--- src/rtl/hcs_pkg.sv ---
package hcs_pkg;

    localparam int STAT_W    = 16;
    localparam int DEF_W     = 6;
    localparam int IRQ_EN_W  = 3;
    localparam int SYS_ERR_W = 3;

    localparam int B_USBINT  = 0;
    localparam int B_ERRINT  = 1;
    localparam int B_RESUME  = 2;
    localparam int B_SYSERR  = 3;
    localparam int B_PROCERR = 4;
    localparam int B_HALT    = 5;

    // Packed MSB first, so the field order matches status bits 5..0.
    typedef struct packed {
        logic halt;
        logic proc_err;
        logic sys_err;
        logic resume;
        logic err_int;
        logic usb_int;
    } hcs_bits_t;

    typedef struct packed {
        logic done;
        logic ioc;
        logic err;
        logic short_pkt;
        logic spd;
    } hcs_desc_evt_t;

    typedef enum logic [1:0] {
        RUN_HOLD,
        RUN_START,
        RUN_SW_STOP,
        RUN_FATAL_STOP
    } run_cmd_e;

    function automatic hcs_bits_t hcs_event_sets(
        input hcs_desc_evt_t d,
        input logic          resume_ev,
        input logic          suspended,
        input logic          pid_err,
        input logic          bus_err,
        input logic          halt_cond
    );
        hcs_bits_t s;
        s.usb_int  = d.done & (d.ioc | (d.short_pkt & d.spd));
        s.err_int  = d.done & d.err;
        s.resume   = resume_ev & suspended;
        s.sys_err  = bus_err;
        s.proc_err = pid_err;
        s.halt     = halt_cond;
        return s;
    endfunction

    // Fatal faults outrank any software write of Run/Stop.
    function automatic run_cmd_e hcs_run_decide(
        input logic fatal,
        input logic wr,
        input logic run_val
    );
        if (fatal)
            return RUN_FATAL_STOP;
        else if (wr && run_val)
            return RUN_START;
        else if (wr)
            return RUN_SW_STOP;
        else
            return RUN_HOLD;
    endfunction

endpackage

--- src/rtl/hcs_run_ctrl.sv ---
module hcs_run_ctrl
    import hcs_pkg::*;
(
    input  logic clk,
    input  logic rst,
    input  logic cmd_wr,
    input  logic cmd_run,
    input  logic fatal,
    output logic run_stop,
    output logic run_start,
    output logic run_fall
);

    run_cmd_e act;

    assign act = hcs_run_decide(fatal, cmd_wr, cmd_run);

    always_ff @(posedge clk) begin
        if (rst) begin
            run_stop <= 1'b0;
        end else begin
            case (act)
                RUN_START:      run_stop <= 1'b1;
                RUN_SW_STOP:    run_stop <= 1'b0;
                RUN_FATAL_STOP: run_stop <= 1'b0;
                default:        run_stop <= run_stop;
            endcase
        end
    end

    assign run_start = (act == RUN_START);
    assign run_fall  = run_stop && ((act == RUN_SW_STOP) || (act == RUN_FATAL_STOP));

endmodule

--- src/rtl/hcs_sticky.sv ---
module hcs_sticky #(
    parameter int W = 6
) (
    input  logic         clk,
    input  logic         rst,
    input  logic [W-1:0] set,
    input  logic [W-1:0] clr,
    input  logic [W-1:0] kill,
    output logic [W-1:0] q
);

    // Per bit: kill > set > software clear > hold.
    for (genvar i = 0; i < W; i++) begin : g_bit
        always_ff @(posedge clk) begin
            if (rst)
                q[i] <= 1'b0;
            else if (kill[i])
                q[i] <= 1'b0;
            else if (set[i])
                q[i] <= 1'b1;
            else if (clr[i])
                q[i] <= 1'b0;
        end
    end

endmodule

--- src/rtl/hcs_sof_counter.sv ---
module hcs_sof_counter #(
    parameter int FRAME_TICKS = 12000,
    parameter int CNT_W       = $clog2(FRAME_TICKS)
) (
    input  logic             clk,
    input  logic             rst,
    input  logic             running,
    input  logic             tick,
    input  logic             rewind,
    output logic [CNT_W-1:0] cnt
);

    localparam logic [CNT_W-1:0] LAST = CNT_W'(FRAME_TICKS - 1);

    always_ff @(posedge clk) begin
        if (rst || rewind)
            cnt <= '0;
        else if (running && tick)
            cnt <= (cnt == LAST) ? '0 : cnt + 1'b1;
    end

endmodule

--- src/rtl/hcs_irq_gate.sv ---
module hcs_irq_gate
    import hcs_pkg::*;
(
    input  hcs_bits_t             st,
    input  logic [IRQ_EN_W-1:0]   en,
    output logic                  irq
);

    logic [IRQ_EN_W-1:0] maskable;

    assign maskable = {st.resume, st.err_int, st.usb_int} & en;
    assign irq      = (|maskable) | st.sys_err | st.proc_err;

endmodule

--- src/rtl/hc_status_regs.sv ---
module hc_status_regs
    import hcs_pkg::*;
#(
    parameter int  FRAME_TICKS = 12000,
    localparam int CNT_W       = $clog2(FRAME_TICKS)
) (
    input  logic                 clk,
    input  logic                 rst,
    input  logic                 sw_wr_en,
    input  logic [STAT_W-1:0]    sw_wr_data,
    input  logic                 cmd_wr_en,
    input  logic                 cmd_run,
    input  logic                 debug_mode,
    input  logic                 global_suspend,
    input  logic                 xact_active,
    input  logic                 ev_done,
    input  logic                 desc_ioc,
    input  logic                 desc_err,
    input  logic                 desc_short,
    input  logic                 desc_spd,
    input  logic                 ev_resume,
    input  logic                 ev_pid_err,
    input  logic [SYS_ERR_W-1:0] sys_err,
    input  logic                 sof_tick,
    input  logic [IRQ_EN_W-1:0]  irq_en,
    output logic [STAT_W-1:0]    status,
    output logic                 run_stop,
    output logic                 irq,
    output logic [CNT_W-1:0]     sof_cnt
);

    hcs_desc_evt_t    dev;
    hcs_bits_t        sets;
    hcs_bits_t        st;
    logic [DEF_W-1:0] set_vec;
    logic [DEF_W-1:0] clr_vec;
    logic [DEF_W-1:0] kill_vec;
    logic [DEF_W-1:0] bits_q;
    logic             fatal;
    logic             bus_err;
    logic             run_start;
    logic             run_fall;
    logic             halt_cond;
    logic             unused_hi;

    assign unused_hi = ^sw_wr_data[STAT_W-1:DEF_W];

    assign bus_err   = |sys_err;
    assign fatal     = ev_pid_err | bus_err;
    assign halt_cond = !run_stop && !xact_active;
    assign dev       = {ev_done, desc_ioc, desc_err, desc_short, desc_spd};

    assign sets    = hcs_event_sets(dev, ev_resume, global_suspend,
                                    ev_pid_err, bus_err, halt_cond);
    assign set_vec = sets;
    assign clr_vec = sw_wr_en ? sw_wr_data[DEF_W-1:0] : '0;

    always_comb begin
        kill_vec         = '0;
        kill_vec[B_HALT] = run_start;
    end

    hcs_run_ctrl u_run (
        .clk       (clk),
        .rst       (rst),
        .cmd_wr    (cmd_wr_en),
        .cmd_run   (cmd_run),
        .fatal     (fatal),
        .run_stop  (run_stop),
        .run_start (run_start),
        .run_fall  (run_fall)
    );

    hcs_sticky #(.W(DEF_W)) u_bits (
        .clk  (clk),
        .rst  (rst),
        .set  (set_vec),
        .clr  (clr_vec),
        .kill (kill_vec),
        .q    (bits_q)
    );

    assign st     = bits_q;
    assign status = {{(STAT_W-DEF_W){1'b0}}, bits_q};

    hcs_irq_gate u_irq (
        .st  (st),
        .en  (irq_en),
        .irq (irq)
    );

    hcs_sof_counter #(.FRAME_TICKS(FRAME_TICKS), .CNT_W(CNT_W)) u_sof (
        .clk     (clk),
        .rst     (rst),
        .running (run_stop),
        .tick    (sof_tick),
        .rewind  (run_fall && !debug_mode),
        .cnt     (sof_cnt)
    );

endmodule

--- config.mk ---
export PLATFORM = sky130hd
export DESIGN_NAME = hc_status_regs
export DESIGN_NICKNAME = d
export VERILOG_FILES = /design/src/rtl/hcs_pkg.sv /design/src/rtl/hcs_run_ctrl.sv /design/src/rtl/hcs_sticky.sv /design/src/rtl/hcs_sof_counter.sv /design/src/rtl/hcs_irq_gate.sv /design/src/rtl/hc_status_regs.sv
export SDC_FILE = /design/constraint.sdc
export NUM_CORES = 1
export LEC_CHECK = 0
export ABC_CLOCK_PERIOD_IN_PS = 5100
export BUFFER_PORTS_ARGS = -buffer_cell sky130_fd_sc_hd__buf_4
export CORE_AREA = 4 4 62 59
export DETAILED_ROUTE_END_ITERATION = 16
export DIE_AREA = 0 0 66 63
export PLACE_DENSITY = 0.66
export SYNTH_ARGS = -nofsm -noshare
export SYNTH_HDL_FRONTEND = slang
export SYNTH_SLANG_ARGS = --single-unit
--- constraint.sdc ---
create_clock -name clk -period 5.1 [get_ports clk]
set_input_delay 0.51 -clock clk [delete_from_list [all_inputs] [get_ports clk]]
set_output_delay 0.51 -clock clk [all_outputs]
set_load 0.05 [all_outputs]
==> results of run 1 <==
-- metrics by stage --
stage               power [W]  setup WS, ns  hold slack (ns)  instances
global placement     0.000239          2.90            0.476        213
global route         0.000331          2.69            0.415        217
floorplan            0.000220          2.96            0.627        135
detailed placement   0.000240          2.88            0.475        213
CTS                  0.000321          2.92            0.405        217
finish               0.000317          2.91            0.418        217
-- path summary, 6_finish.rpt --
check	start	end	slack (ns)	cells after the start
max	u_run.run_stop	u_sof.cnt[12]	2.91	4
min	rst	u_bits.q[3]	0.42	2
max reg2reg	u_run.run_stop	u_sof.cnt[12]	2.91	4
min reg2reg	u_bits.q[3]	u_bits.q[3]	0.49	2
-- logic make-up (layout without fill, tap and decap cells) --
| kind of cell | count (synthesis) | count (layout) | synth area share, % |
|---|---|---|---|
| other | 1 | 10 | 0.359 |
| and+or+nand+nor | 61 | 61 | 28.4 |
| DFF | 21 | 21 | 40.2 |
| buffers and inverters | 16 | 56 | 10.4 |
| adders and majority gates | 1 | 1 | 1.20 |
| xor gates and xnor gates | 13 | 13 | 10.9 |
| AOI/OAI and AO/OA | 13 | 13 | 8.61 |
-- cell usage after synthesis (2+ instances only) --
cell type,instances,area share [%]
xnor2_1,10,8.4
buf_4,11,7.9
xor2_1,3,2.5
a211oi_1,2,1.4
nor2_1,19,6.8
a21oi_1,4,1.9
a22oi_1,4,2.9
nand2_1,14,5.0
inv_1,3,1.1
nand3_1,8,3.8
nor4_1,4,2.4
dfxtp_1,21,40
nand4_1,3,1.8
nor3_1,6,2.9
-- routing by layer --
layer	share of wire [%]	vias up
li1	-	517
met1	41	460
met2	44	58
met3	15	2
met4	0.30	0
met5	0	-
-- cell type report --
class | instances | share of cell area [%]
Multi-Input combinational cell | 98 | 38.5
Sequential cell | 21 | 29.4
Timing Repair Buffer | 49 | 25.7
Tap cell | 42 | 3.67
Clock buffer | 3 | 1.57
Inverter | 3 | 0.787
Clock inverter | 1 | 0.350
-- worst reg2reg max path, cell delays in order, from the launching register on --
cell     delay, ns
dfxtp_1       0.53
nand3_1       0.35
or4_1         0.62
o21ai_2       0.46
nor2_1        0.11
-- sequential cells by signal (all words and copies together), names as in the netlist --
| register | cells |
|---|---|
| u_sof.cnt | 14 |
| u_bits.q | 6 |
| u_run.run_stop | 1 |
-- power by group through the flow --
stage,clock network [W],registers [W],logic [W]
after detailed placement,0,0.000173,0.0000665
after floorplan,0,0.000185,0.0000357
after CTS,0.0000843,0.000170,0.0000666
final,0.0000806,0.000170,0.0000664
after global routing,0.0000899,0.000170,0.0000705
after global placement,0,0.000173,0.0000658
-- cells in the final DEF (no fill, tap or decap), drive strengths merged --
cell type  synthesis  routed
xnor2             10      10
o21ai              1       1
nand2             14      14
or2b               1       1
buf               12      49
a311oi             1       1
a22oi              4       4
or4b               1       1
xor2               3       3
dfxtp             21      21
a21oi              4       4
ha                 1       1
a21o               1       1
nand3              8       8
nor4               4       4
nand4              3       3
conb               1      10
clkbuf             1       3
and3               1       1
clkinv             0       1
nor3               6       6
or4                2       2
inv                3       3
nor4bb             1       1
and2               1       1
a211oi             2       2
nor2              19      19
==> results.json, run 1 <==
{
  "io_pins": 70,
  "rows": 19,
  "cp_slowest_cell": "or4_1",
  "ir_drop_mv": 0.168,
  "ant_nets": 0,
  "cp-start-kind": "flop",
  "clk_path_buf_depth": 2,
  "cp-end-kind": "flop",
  "grt_util_all_layers_pct": 12.8,
  "synth_flop_cell": "dfxtp_1",
  "outcome": "finished, final reports clean",
  "grt_pass1_vias": 998,
  "async_flop_share_pct": 0,
  "coreArea_sq_mm": 0.00297,
  "clk_latency_ns": 0.30,
  "cts_tree": "yes",
  "tns_ns": 0,
  "ys.warnings.count": 0,
  "fin_crit_sh_pct": 42.9,
  "power_frac_comb_pct": 21.0,
  "fp.dieW_um": 66,
  "multi_input_area_sq_um": 551,
  "cts.htree.levels": 1,
  "slew_viol_final": 0,
  "cts_sinks": 21,
  "crit_family": "simple AND/OR/NAND/NOR gates",
  "use_met1_pct": 14.9,
  "min_period_ns": 2.19,
  "final_core_util_pct": 48.1,
  "totalWireLength_um": 2670,
  "drv_cap": 0,
  "fmaxAchievable_mhz": 457,
  "overflow": 0,
  "fillers": 296,
  "via_per_inst": 4.78,
  "synth_cell_types": 28,
  "post-cts-setup-buffers": 0,
  "die_height_um": 63,
  "cts.hold.buffers_added": 0,
  "required_ns": 5.28,
  "path_buf_inv": 0,
  "swShare_pct": 30.7,
  "seq_area_sq_um": 420,
  "cts_root_buffer": "clkbuf_4",
  "synthCells": 126,
  "hp-class": "primary input to flop",
  "antenna_found_initial": 0,
  "nets": 215,
  "drive_gt1_share_pct": 31.4,
  "pwr-share-clk_pct": 25.5,
  "grt_max_degree": 14,
  "met2_usage_pct": 22.0,
  "worstMarginPinSlew_ns": 0.549,
  "ctsResizeCount": 0,
  "ys_ff_latch": 21,
  "dr_total_vias": 1037,
  "internal_power_w": 0.000220,
  "critical_path_peak_fanout": 13,
  "crit_chain": "nand3_1, or4_1, o21ai_2, nor2_1",
  "grt_pass1_wl_um": 4340,
  "hpwl_um": 2150,
  "rsz0062_at_grt": "false",
  "max_stage_delay_ns": 0.62,
  "finClkSkew_ns": 0.00391,
  "grt_busiest_layer": "met2",
  "drc": 0,
  "drtPass1Iterations": 4,
  "port_buffers": 49,
  "place_area_sq_mm": 0.00140,
  "pwr-share-seq_pct": 53.6,
  "drtIter0Drc": 23,
  "design_area_sq_mm": 0.00143,
  "syn_area_sq_mm": 0.00105,
  "setup_violations": 0,
  "area_delta_synth_final_pct": 36.7,
  "die_area_sq_mm": 0.00416,
  "power_density_mw_per_mm2": 221,
  "max_slew_margin_pct": 63.4,
  "avgSynthCellArea_sq_um": 8.30,
  "synth-seq-area-share_pct": 40.2,
  "initial_utilization_pct": 35.2,
  "synth_edf_count": 0,
  "clk_pin_slew_ns": 0.12,
  "power.switching_w": 0.0000972,
  "final_hold_viol_count": 0,
  "leakagePower_nw": 0.606,
  "grt_use_met3_pct": 5.76,
  "crit_type": "flop to flop",
  "gp_congestion": 0.755,
  "cts_made_buffers": 3,
  "cp_data_arrival_time_ns": 2.37,
  "antenna_cells": 0,
  "wl_per_cell_um": 12.3
}
Power figures use the tool's default switching activity.
==> run 2: changes to the inputs <==
--- a/config.mk
+++ b/config.mk
@@ -5,11 +5,12 @@
 export SDC_FILE = /design/constraint.sdc
 export NUM_CORES = 1
 export LEC_CHECK = 0
-export ABC_CLOCK_PERIOD_IN_PS = 5100
+export ABC_AREA = 1
+export ABC_CLOCK_PERIOD_IN_PS = 1900
 export BUFFER_PORTS_ARGS = -buffer_cell sky130_fd_sc_hd__buf_4
-export CORE_AREA = 4 4 62 59
+export CORE_AREA = 4 4 66 62
 export DETAILED_ROUTE_END_ITERATION = 16
-export DIE_AREA = 0 0 66 63
+export DIE_AREA = 0 0 70 66
 export PLACE_DENSITY = 0.66
 export SYNTH_ARGS = -nofsm -noshare
 export SYNTH_HDL_FRONTEND = slang
==> constraint.sdc (replaced) <==
create_clock -name clk -period 1.9 [get_ports clk]
set_input_delay 0.19 -clock clk [delete_from_list [all_inputs] [get_ports clk]]
set_output_delay 0.19 -clock clk [all_outputs]
set_load 0.05 [all_outputs]
==> results.json, run 2 <==
{
  "io_pins": 70,
  "fp.dieW_um": 70,
  "avgSynthCellArea_sq_um": 7.07,
  "finalNonFillerCells": 262,
  "via_per_inst": 4.42,
  "fmaxAchievable_mhz": 707,
  "fin_crit_sh_pct": 74.4,
  "hp-start": "rst",
  "async_flop_share_pct": 0,
  "drv_cap": 0,
  "drtPass1Iterations": 4,
  "final_hold_viol_count": 0,
  "cts_root_buffer": "clkbuf_8",
  "ir_drop_mv": 0.233,
  "area_delta_synth_final_pct": 36.5,
  "cts_tree": "yes",
  "required_ns": 2.05,
  "tns_ns": 0,
  "drc": 0,
  "rows": 20,
  "ctsResizeCount": 0,
  "initial_utilization_pct": 35.0,
  "place_inst": 258,
  "antenna_found_initial": 0,
  "grt_util_all_layers_pct": 12.9,
  "grt_pass1_vias": 1104,
  "crit_chain": "ha_1, nand3_1, nor2_1, nand3_1, nand2_2, nor2_1",
  "ys_top_cells_by_count": "38 x nand2_1, 24 x nor2_1, 21 x dfxtp_1",
  "top_regs": "u_sof.cnt: 14 flops, u_bits.q: 6 flops, u_run.run_stop: 1 flops",
  "final_core_util_pct": 47.8,
  "setup_violations": 0,
  "hpwl_um": 2390,
  "place_ws_ns": 0.519,
  "r2r_end": "u_sof.cnt[13]",
  "regMostFlops": "u_sof.cnt",
  "synth-seq-area-share_pct": 35.8,
  "synth_top_area_share_pct": 35.8,
  "gp_congestion": 0.774,
  "crit_type": "flop to flop",
  "port_buffers": 49,
  "slew_viol_final": 0,
  "rsz0062_at_grt": "false",
  "ys.warnings.count": 0,
  "cp-end-kind": "flop",
  "die_area_sq_mm": 0.00462,
  "clk_latency_ns": 0.26,
  "nets": 258,
  "ys_top_cells_by_area": "dfxtp_1 36%, nand2_1 12%, nor2_1 7.7%",
  "antenna_cells": 0,
  "cp_slowest_cell": "dfxtp_1",
  "clk_path_buf_depth": 2,
  "most-common-layout-cells": "49 x buf_4, 38 x nand2_1, 24 x nor2_1",
  "synthCells": 166,
  "outcome": "finished, final reports clean",
  "syn_area_sq_mm": 0.00117,
  "dr_total_vias": 1159,
  "leakagePower_nw": 0.713,
  "ys_ff_latch": 21,
  "cts.htree.levels": 1,
  "totalWireLength_um": 2930,
  "cp-start-kind": "flop",
  "r2r_cells": 6,
  "synth_flop_cell": "dfxtp_1",
  "cts_made_buffers": 3,
  "ant_nets": 0,
  "mostFrequentLayoutCell": "buf_4",
  "drive_gt1_share_pct": 32.6,
  "drtIter0Drc": 36,
  "power_density_mw_per_mm2": 579,
  "clk_pin_slew_ns": 0.08,
  "min_period_ns": 1.41,
  "post-cts-setup-buffers": 0,
  "synth_cell_types": 26,
  "reg2reg_slack_ns": 0.49,
  "cts_sinks": 21,
  "setup_slack_ns": 0.485,
  "crit_end": "u_sof.cnt[13]",
  "crit_start": "u_sof.cnt[0]",
  "coreArea_sq_mm": 0.00335,
  "grt_max_degree": 13,
  "wl_per_cell_um": 11.2,
  "cp_data_arrival_time_ns": 1.56,
  "critical_path_peak_fanout": 10,
  "hp-class": "primary input to flop",
  "cts.hold.buffers_added": 0,
  "grt_pass1_wl_um": 4690,
  "synth_edf_count": 0,
  "die_height_um": 66,
  "rr_startpoint": "u_sof.cnt[0]",
  "synth_most_common_cell": "nand2_1",
  "max_stage_delay_ns": 0.40,
  "overflow": 0,
  "largest_reg_flops": 14,
  "finClkSkew_ns": 0.00511,
  "yosysTopAreaCell": "dfxtp_1"
}
## run 2: cell count changes after synthesis, moves of 6 or more
cell	previous run	this run
inv_1	3	13
nor3_1	6	0
xnor2_1	10	1
nand2_1	14	38
## run 2: stage by stage
step	area, sq um	hold slack, ns	power, W
floorplan	1210	0.259	0.000592
global placement	1560	0.415	0.000647
detailed placement	1560	0.415	0.000648
CTS	1600	0.126	0.000943
global route	1600	0.129	0.000974
finish	1600	0.135	0.000928
## run 2: cell type report
class / count / area (sq um)
multi-input combinational: 128 / 652
tap: 44 / 55.1
clock inverter: 1 / 5.00
fill: 360 / 1750
timing repair buffer: 49 / 368
inverter: 16 / 60.1
sequential: 21 / 420
clock buffer: 3 / 41.3
## run 2: how the worst min path moves through the flow
stage | end | slack, ns | cells after the start
after CTS | u_bits.q[0] | 0.13 | 2
after global routing | u_bits.q[1] | 0.13 | 2
final | u_bits.q[0] | 0.13 | 2
after floorplan | u_bits.q[0] | 0.26 | 1
after global placement | u_bits.q[0] | 0.42 | 2
after detailed placement | u_bits.q[1] | 0.41 | 2
## run 2: metal layers
metal	part of all wire (%)	global-route usage, %	vias to the layer above
met1	46	15.4	511
met2	46	21.5	27
met5	0	0	-
li1	-	-	616
met4	2.5	7.89	0
met3	5.0	2.43	5
## run 2: power by group
group	internal, W	switching (W)
logic	0.0000608	0.000121
clock network	0.000146	0.000144
registers	0.000449	0.00000655
total	0.000656	0.000272
## run 2: cell families after synthesis
group	Yosys count	share of synthesized area (%)
adders and majority gates	1	1.07
muxes	1	0.853
DFF	21	35.8
buffers and inverters	26	11.5
xor gates and xnor gates	5	3.73
AOI/OAI and AO/OA	19	10.3
and+or+nand+nor	92	36.4
other	1	0.320
## run 2: critical path, delay by kind of cell, from the launching register on
family	cells	cell delay (ns)
fa+ha+maj	1	0.21
flops	1	0.40
simple gates	5	0.68
==> run 3: changes to the inputs <==
--- a/config.mk
+++ b/config.mk
@@ -5,12 +5,12 @@
 export SDC_FILE = /design/constraint.sdc
 export NUM_CORES = 1
 export LEC_CHECK = 0
-export ABC_AREA = 1
-export ABC_CLOCK_PERIOD_IN_PS = 1900
+export ABC_AREA = 0
+export ABC_CLOCK_PERIOD_IN_PS = 1400
 export BUFFER_PORTS_ARGS = -buffer_cell sky130_fd_sc_hd__buf_4
-export CORE_AREA = 4 4 66 62
+export CORE_AREA = 4 4 62 59
 export DETAILED_ROUTE_END_ITERATION = 16
-export DIE_AREA = 0 0 70 66
+export DIE_AREA = 0 0 66 63
 export PLACE_DENSITY = 0.66
 export SYNTH_ARGS = -nofsm -noshare
 export SYNTH_HDL_FRONTEND = slang
==> constraint.sdc (replaced) <==
create_clock -name clk -period 1.4 [get_ports clk]
set_input_delay 0.14 -clock clk [delete_from_list [all_inputs] [get_ports clk]]
set_output_delay 0.14 -clock clk [all_outputs]
set_load 0.05 [all_outputs]
==> results.json, run 3 (synthesis gave the netlist of run 1 again) <==
{
  "crit_type": "flop to flop",
  "regMostFlops": "u_sof.cnt",
  "area_delta_synth_final_pct": 56.8,
  "place_inst": 234,
  "coreArea_sq_mm": 0.00297,
  "die_area_sq_mm": 0.00416,
  "final_hold_viol_count": 0,
  "cts.hold.buffers_added": 0,
  "drtIter0Drc": 49,
  "fin_crit_sh_pct": 125,
  "fmaxAchievable_mhz": 573,
  "hpwl_um": 2340,
  "path_buf_inv": 1,
  "cts_made_buffers": 3,
  "via_per_inst": 4.60,
  "power.total_w": 0.00115,
  "hp-class": "primary input to flop",
  "required_ns": 1.61,
  "top_regs": "u_sof.cnt: 14 flops, u_bits.q: 6 flops, u_run.run_stop: 1 flops",
  "grt_pass1_wl_um": 4780,
  "slew_viol_final": 0,
  "place_area_sq_mm": 0.00161,
  "crit_chain": "or4b_1, or4_1, o21ai_2, buf_6, nor2_1",
  "finalNonFillerCells": 238,
  "post-cts-setup-buffers": 0,
  "cts_sinks": 21,
  "tns_ns": -4.31,
  "antenna_cells": 0,
  "leakagePower_nw": 0.717,
  "rsz0062_at_grt": "true",
  "drtPass1Iterations": 4,
  "nets": 236,
  "outcome": "complete, but fails checks",
  "cp_data_arrival_time_ns": 1.95,
  "cp-start-kind": "flop",
  "ant_nets": 0,
  "drc": 0,
  "cts.htree.levels": 1,
  "finClkSkew_ns": 0.00842,
  "dr_total_vias": 1095,
  "grt_util_all_layers_pct": 14.3,
  "overflow": 0,
  "violations": "setup timing",
  "gp_congestion": 0.817,
  "antenna_found_initial": 0,
  "setup_slack_ns": -0.345,
  "io_pins": 70,
  "initial_utilization_pct": 35.2,
  "power_density_mw_per_mm2": 703,
  "largest_reg_flops": 14,
  "clk_pin_slew_ns": 0.12,
  "drive_gt1_share_pct": 45.4,
  "fp.dieW_um": 66,
  "wl_per_cell_um": 12.0,
  "grt_max_degree": 13,
  "design_area_sq_mm": 0.00164,
  "cp_slowest_cell": "or4b_1",
  "setup_violations": 13,
  "critical_path_peak_fanout": 9,
  "drv_cap": 0,
  "crit_family": "simple AND/OR/NAND/NOR gates",
  "port_buffers": 49,
  "cp-end-kind": "flop",
  "clk_path_buf_depth": 2,
  "max_stage_delay_ns": 0.49,
  "most-common-layout-cells": "69 x buf_4, 19 x nor2_1, 14 x nand2_1",
  "cts_root_buffer": "clkbuf_4",
  "totalWireLength_um": 2850,
  "min_period_ns": 1.74,
  "ir_drop_mv": 0.416,
  "cts_tree": "yes",
  "clk_latency_ns": 0.31,
  "rows": 19,
  "mostFrequentLayoutCell": "buf_4",
  "fillers": 289,
  "die_height_um": 63,
  "grt_pass1_vias": 1108
}
## run 3: area by class of cell
cell class | count | area (sq um) | area share (%)
Inverter | 3 | 11.3 | 0.687
Timing Repair Buffer | 70 | 529 | 32.3
Clock buffer | 3 | 22.5 | 1.37
Sequential cell | 21 | 448 | 27.3
Clock inverter | 1 | 5.00 | 0.305
Tap cell | 42 | 52.6 | 3.20
Multi-Input combinational cell | 98 | 572 | 34.9
## run 3: report_power, final
group	internal, W	switching (W)
clock network	0.000107	0.000185
registers	0.000598	0.00000914
logic	0.0000931	0.000161
## run 3: what timing repair did
action,4_1_cts,5_1_grt
setup endpoints to repair,13,13
endpoints found under the hold margin,0,0
pin swaps,1,0
resized for setup,2,0
## run 3: worst paths after layout
| kind | depth (start not counted) | slack, ns | from | end |
|---|---|---|---|---|
| worst min register to register | 2 | 0.49 | u_bits.q[3] | u_bits.q[3] |
| worst min-delay path | 2 | 0.03 | rst | u_bits.q[3] |
| worst max-delay path | 5 | -0.34 | u_sof.cnt[8] | u_sof.cnt[5] |
| worst max register to register | 5 | -0.34 | u_sof.cnt[8] | u_sof.cnt[5] |
## run 3: worst reg2reg max path, stage by stage (launching register included)
cell and delay [ns]:
dfxtp_4 0.36, or4b_1 0.49, or4_1 0.42, o21ai_2 0.17, buf_6 0.15, nor2_1 0.05
## run 3: metrics by stage
stage | util [%] | hold slack, ns | setup slack [ns]
6_report | 55.2 | 0.0313 | -0.345
5_1_grt | 55.2 | 0.0502 | -0.396
4_1_cts | 55.2 | 0.0241 | -0.334
2_1_floorplan | - | 0.257 | -0.402
3_3_place_gp | 54.0 | 0.371 | -0.304
3_5_place_dp | 54.0 | 0.368 | -0.329
## run 3: routing by layer
| layer | GRT usage, % | share of wire (%) | up-vias | wire, um |
|---|---|---|---|---|
| li1 | - | - | 552 | - |
| met1 | 15.7 | 42 | 484 | 1190 |
| met2 | 24.3 | 43 | 54 | 1230 |
| met3 | 5.76 | 13 | 5 | 381 |
| met4 | 5.33 | 1.5 | 0 | 44 |
| met5 | 0 | 0 | - | 0 |
